<file path="config.mk">
export PLATFORM = sky130hd
export DESIGN_NAME = wdt_keyed
export DESIGN_NICKNAME = d
export VERILOG_FILES = /design/src/rtl/wdt_keyed.sv
export SDC_FILE = /design/constraint.sdc
export NUM_CORES = 1
export LEC_CHECK = 0
export BUFFER_PORTS_ARGS = -buffer_cell sky130_fd_sc_hd__buf_2
export CORE_ASPECT_RATIO = 0.75
export CORE_MARGIN = 8
export CORE_UTILIZATION = 55
export CTS_BUF_LIST = sky130_fd_sc_hd__clkbuf_4 sky130_fd_sc_hd__clkbuf_8 sky130_fd_sc_hd__clkbuf_16
export DETAILED_ROUTE_END_ITERATION = 10
export PLACE_DENSITY = 0.91
export SETUP_SLACK_MARGIN = 0.15
export SYNTH_ARGS = -nofsm -noshare
export SYNTH_HDL_FRONTEND = slang
export SYNTH_SLANG_ARGS = --single-unit
export TNS_END_PERCENT = 5
</file>
<file path="constraint.sdc">
create_clock -name clk -period 4 [get_ports clk]
set_input_delay 0.6 -clock clk [delete_from_list [all_inputs] [get_ports clk]]
set_output_delay 0.6 -clock clk [all_outputs]
set_load 0.05 [all_outputs]
</file>
<file path="src/rtl/wdt_keyed.sv">
module wdt_keyed #(
  parameter int          PRE_DIV  = 65536,
  parameter int          ADDR_W   = 4,
  parameter logic [15:0] KEY_ARM  = 16'h556C,
  parameter logic [15:0] KEY_FIRE = 16'hAA39,
  parameter logic [31:0] RST_CTRL = 32'hFFFF_0003
) (
  input  logic              clk,
  input  logic              por_n,
  input  logic              rst_n,
  input  logic              bus_sel,
  input  logic              bus_we,
  input  logic [ADDR_W-1:0] bus_addr,
  input  logic [31:0]       bus_wdata,
  output logic [31:0]       bus_rdata,
  output logic              wdt_irq,
  output logic              wdt_reset_req
);
  localparam int          PRE_W     = (PRE_DIV > 1) ? $clog2(PRE_DIV) : 1;
  localparam logic [PRE_W-1:0] PRE_LAST = PRE_W'(PRE_DIV - 1);
  localparam logic [31:0] CTRL_MASK = 32'hFFFF_000F;
  localparam logic [ADDR_W-1:0] A_CTRL  = ADDR_W'(0);
  localparam logic [ADDR_W-1:0] A_CNT   = ADDR_W'(4);
  localparam logic [ADDR_W-1:0] A_SVC   = ADDR_W'(8);
  localparam logic [ADDR_W-1:0] A_CAUSE = ADDR_W'(12);

  logic [31:0]      ctrl_q;
  logic             locked_q;
  logic [15:0]      cnt_q;
  logic [PRE_W-1:0] pre_q;
  logic             armed_q;
  logic             cause_q;

  wire rst_all_n = por_n & rst_n;
  wire wr        = bus_sel & bus_we;
  wire wr_ctrl   = wr && (bus_addr == A_CTRL);
  wire wr_svc    = wr && (bus_addr == A_SVC);
  wire wr_cause  = wr && (bus_addr == A_CAUSE);

  wire [15:0] reload  = ctrl_q[31:16];
  wire        frz     = ctrl_q[3];
  wire        en      = ctrl_q[2];
  wire        rst_mode = ctrl_q[1];
  wire        pre_on  = ctrl_q[0];

  wire take     = wr_ctrl & ~locked_q;
  wire svc_fire = wr_svc && (bus_wdata[15:0] == KEY_FIRE) && armed_q;
  wire run      = en & ~frz;
  wire pre_wrap = (pre_q == PRE_LAST);
  wire tick     = run & (~pre_on | pre_wrap);
  wire expire   = tick && (cnt_q == 16'd0) && !svc_fire && !take;

  always_ff @(posedge clk or negedge rst_all_n) begin
    if (!rst_all_n) begin
      ctrl_q   <= RST_CTRL;
      locked_q <= 1'b0;
    end else if (take) begin
      ctrl_q   <= bus_wdata & CTRL_MASK;
      locked_q <= 1'b1;
    end
  end

  always_ff @(posedge clk or negedge rst_all_n) begin
    if (!rst_all_n) begin
      cnt_q <= RST_CTRL[31:16];
      pre_q <= '0;
    end else if (take) begin
      cnt_q <= bus_wdata[31:16];
      pre_q <= '0;
    end else if (svc_fire) begin
      cnt_q <= reload;
      pre_q <= '0;
    end else begin
      if (tick) cnt_q <= (cnt_q == 16'd0) ? reload : cnt_q - 16'd1;
      if (run && pre_on) pre_q <= pre_wrap ? '0 : pre_q + PRE_W'(1);
    end
  end

  always_ff @(posedge clk or negedge rst_all_n) begin
    if (!rst_all_n) begin
      armed_q       <= 1'b0;
      wdt_irq       <= 1'b0;
      wdt_reset_req <= 1'b0;
    end else begin
      if (wr_svc) armed_q <= (bus_wdata[15:0] == KEY_ARM);
      if (svc_fire) wdt_irq <= 1'b0;
      else if (expire && !rst_mode) wdt_irq <= 1'b1;
      wdt_reset_req <= expire & rst_mode;
    end
  end

  always_ff @(posedge clk or negedge por_n) begin
    if (!por_n) cause_q <= 1'b0;
    else if (!rst_n) cause_q <= cause_q;
    else if (expire && rst_mode) cause_q <= 1'b1;
    else if (wr_cause && bus_wdata[0]) cause_q <= 1'b0;
  end

  always_comb begin
    case (bus_addr)
      A_CTRL:  bus_rdata = ctrl_q;
      A_CNT:   bus_rdata = {16'd0, cnt_q};
      A_CAUSE: bus_rdata = {31'd0, cause_q};
      default: bus_rdata = 32'd0;
    endcase
  end
endmodule

</file>
==> out/qor.csv <==
metric,value,unit
drt_first_iter_violations,481,
clk_transition_reported_paths,60,ps
global_route_wire_length_before_repair,16300,µm
synth-edff-count,0,
antennaDiodeCount,0,
internal,1.26,mW
cts-buffers-inserted,9,
max_freq,355,MHz
critPathMaxFanout,33,
cellLeakagePower,1.79,nW
maxSlewViolCount,0,
postCtsHoldBufs,0,
seq_area_frac_synth,41.3,%
netSwitchingFraction,33.8,%
via_per_inst,6.25,
synth.largest_area_cell,sky130_fd_sc_hd__dfstp_2,
die_x,109,µm
total_power,1.90,mW
post_route_cells_drive_above_1_share,30.9,%
cts.sink_count,57,
regToRegSetupSlack,1290,ps
synth_cells,406,
drt_drc_violations_left,0,
synth_async_reset_ratio,100,%
clock_tree_buf_depth,2,
rsz0062_at_grt,false,
std_cell_rows,25,
power.net_switching,0.643,mW
io_buffers,74,
power.clock.fraction,27.8,%
wl,10200,µm
grt_antenna_before_repair,0,
worst_ep_required_time,4280,ps
worst_path_most_repeated_cell,sky130_fd_sc_hd__buf_4,
max_cap_viol_count,0,
mappedNetlistNets,450,
worst_pin_slew,1060,ps
cp-start-kind,primary input,
cts-htree-levels,3,
share_seq_of_total_power,49.0,%
critPathCaptureType,register,
n_fill_cell,487,
antenna_violating_nets_post_route,0,
yosysWarningCount,0,
cts_root_buffer,sky130_fd_sc_hd__clkbuf_8,
peak_per_stage_delay_on_the_critical_path,520,ps
floorplan.die_area,9320,µm²
skew,5.92,ps
cts_tree,yes,
crit_slowest_cell,sky130_fd_sc_hd__nand2_2,
globalplace.congestion,0.902,
slew_hr,29.3,%
globalRouteOverflowTotal,0,
instances_no_fill,560,
placed_cells,544,
synthTopCellsByArea,"sky130_fd_sc_hd__dfstp_2 (25%), sky130_fd_sc_hd__dfrtp_1 (16%), sky130_fd_sc_hd__nand2_1 (7.8%)",
grt_pass1_vias,3271,
crit_family,simple AND/OR/NAND/NOR gates,
synth_top_area_share,25.1,%
share_comb_of_total_power,23.2,%
cp.buffers_inverters,3,
io-pin-count,75,
peakVddDrop,0.250,mV
insertion_delay,340,ps
finalSetupViolations,0,
finalHoldViolations,0,
dp_hpwl,7310,µm
power_density_over_cell_area,458,nW/µm²
drtPass1Iterations,5,
design.final.nets,518,
cell_area_synth,3550,µm²
fp.dieH,85.6,µm
synth_area_per_cell,8.75,µm²
multiInputGateArea,1960,µm²
postCtsSetupRepairBufs,0,
hold_path.class,in2async,
ff_latch_area,1470,µm²
outcome,"finished, final reports clean",
post-route-min-period,2810,ps
cts-resized-gates,0,
maximum_number_of_pins_on_one_net_before_global_route_repair,47,
avgRoutedWirePerCell,18.1,µm
critPathKind,in2reg,
grt_usage,22.1,%
ys_seq_elements,57,
setup_total_negative_slack,0,ps
initial_core_utilization,56.5,%
detailroute.via_count,3499,
worstPathCellList,buf_2 -> nor4_2 -> buf_4 -> nand4b_1 -> buf_4 -> o21a_1 -> nand2_2 -> o21ai_0 -> a22o_1,
top_flip_flop_cell_by_instance_count_after_synthesis,sky130_fd_sc_hd__dfstp_2,
layout-area-overhead-vs-synth,16.9,%
synth.lib_cells_used.distinct,68,
worst_ep_arrival_time,3090,ps
coreArea,6290,µm²
final.period_utilization,70.3,%
-- power groups by stage --
| stage | Sequential [mW] | Combinational, mW | Clock, mW |
|---|---|---|---|
| final | 0.931 | 0.441 | 0.529 |
| after global routing | 0.953 | 0.489 | 0.558 |
| after CTS | 0.923 | 0.439 | 0.533 |
| after detailed placement | 0.929 | 0.435 | 0 |
| after global placement | 0.923 | 0.415 | 0 |
| after floorplan | 0.868 | 0.360 | 0 |
-- metrics by stage --
step                      worst slack (ps)  area [µm²]  hold slack [ps]  util (%)
after floorplan                       1520        3550              304         -
after global placement                1000        3960              381      62.9
after detailed placement               863        3960              381      62.9
after CTS                             1220        4150             13.8      66.1
after global routing                  1030        4150             5.15      66.1
final                                 1190        4150             21.7      66.1
-- worst paths after layout --
kind,start,endpoint,cells after the start
setup / recovery,bus_addr[2],cnt_q[12]$_DFFE_PN1P_,9
hold reg to reg,ctrl_q[30]$_DFFE_PN1P_,ctrl_q[30]$_DFFE_PN1P_,2
hold / removal,por_n,cause_q$_DFFE_PN0P_,1
max in group asynchronous,rst_n,ctrl_q[25]$_DFFE_PN1P_,3
setup reg to reg,pre_q[0]$_DFFE_PN0P_,cnt_q[12]$_DFFE_PN1P_,7
min in group clk,bus_wdata[24],ctrl_q[24]$_DFFE_PN1P_,3
-- placed cells by master, fill, tap and decap left out, drive strengths merged, types with 13 or more instances in the layout --
cell type	count
a31oi	13
and2	31
dfstp	34
nand2	75
dfrtp	23
clkbuf	14
o21ai	16
buf	78
nor2	33
nand3	14
xnor2	14
-- metal layers --
layer  global-route usage (%)  vias up  wire [µm]
met5                        0        -          0
met4                     9.42        0        233
met3                     4.94       24        966
met2                     33.4      186       4600
met1                     29.6     1689       4350
li1                         -     1600          -
-- area by class of cell --
class	instances	area share (%)
inverter	8	0.723
sequential	57	35.4
multi-input combinational	320	47.1
tap	81	2.44
clock inverter	2	0.241
clock buffer	14	4.49
timing repair buffer	78	9.64
-- cells by family after synthesis --
group / Yosys count / share of synthesized area (%)
compound gates: 84 / 17.2
fa+ha+maj: 3 / 1.06
simple gates: 214 / 31.8
buf+inv: 29 / 3.80
mux: 1 / 0.317
xor+xnor: 18 / 4.44
flops: 57 / 41.3
-- sequential cells by signal (all words and copies together), names as in the netlist --
| name | flops |
|---|---|
| pre_q | 16 |
| wdt_irq | 1 |
| armed_q | 1 |
| wdt_reset_req | 1 |
| locked_q | 1 |
| ctrl_q | 20 |
| cnt_q | 16 |
| cause_q | 1 |
-- cell usage after synthesis, drive strengths merged, types with 12 or more instances --
master and count:
dfstp 34, nand2 75, xnor2 14, and2 31, a21oi 12, nor2 33
clkbuf 14, dfrtp 23, a31oi 13, nor3 12, o21ai 16, nand3 14
(Power assumes the default switching activity.)
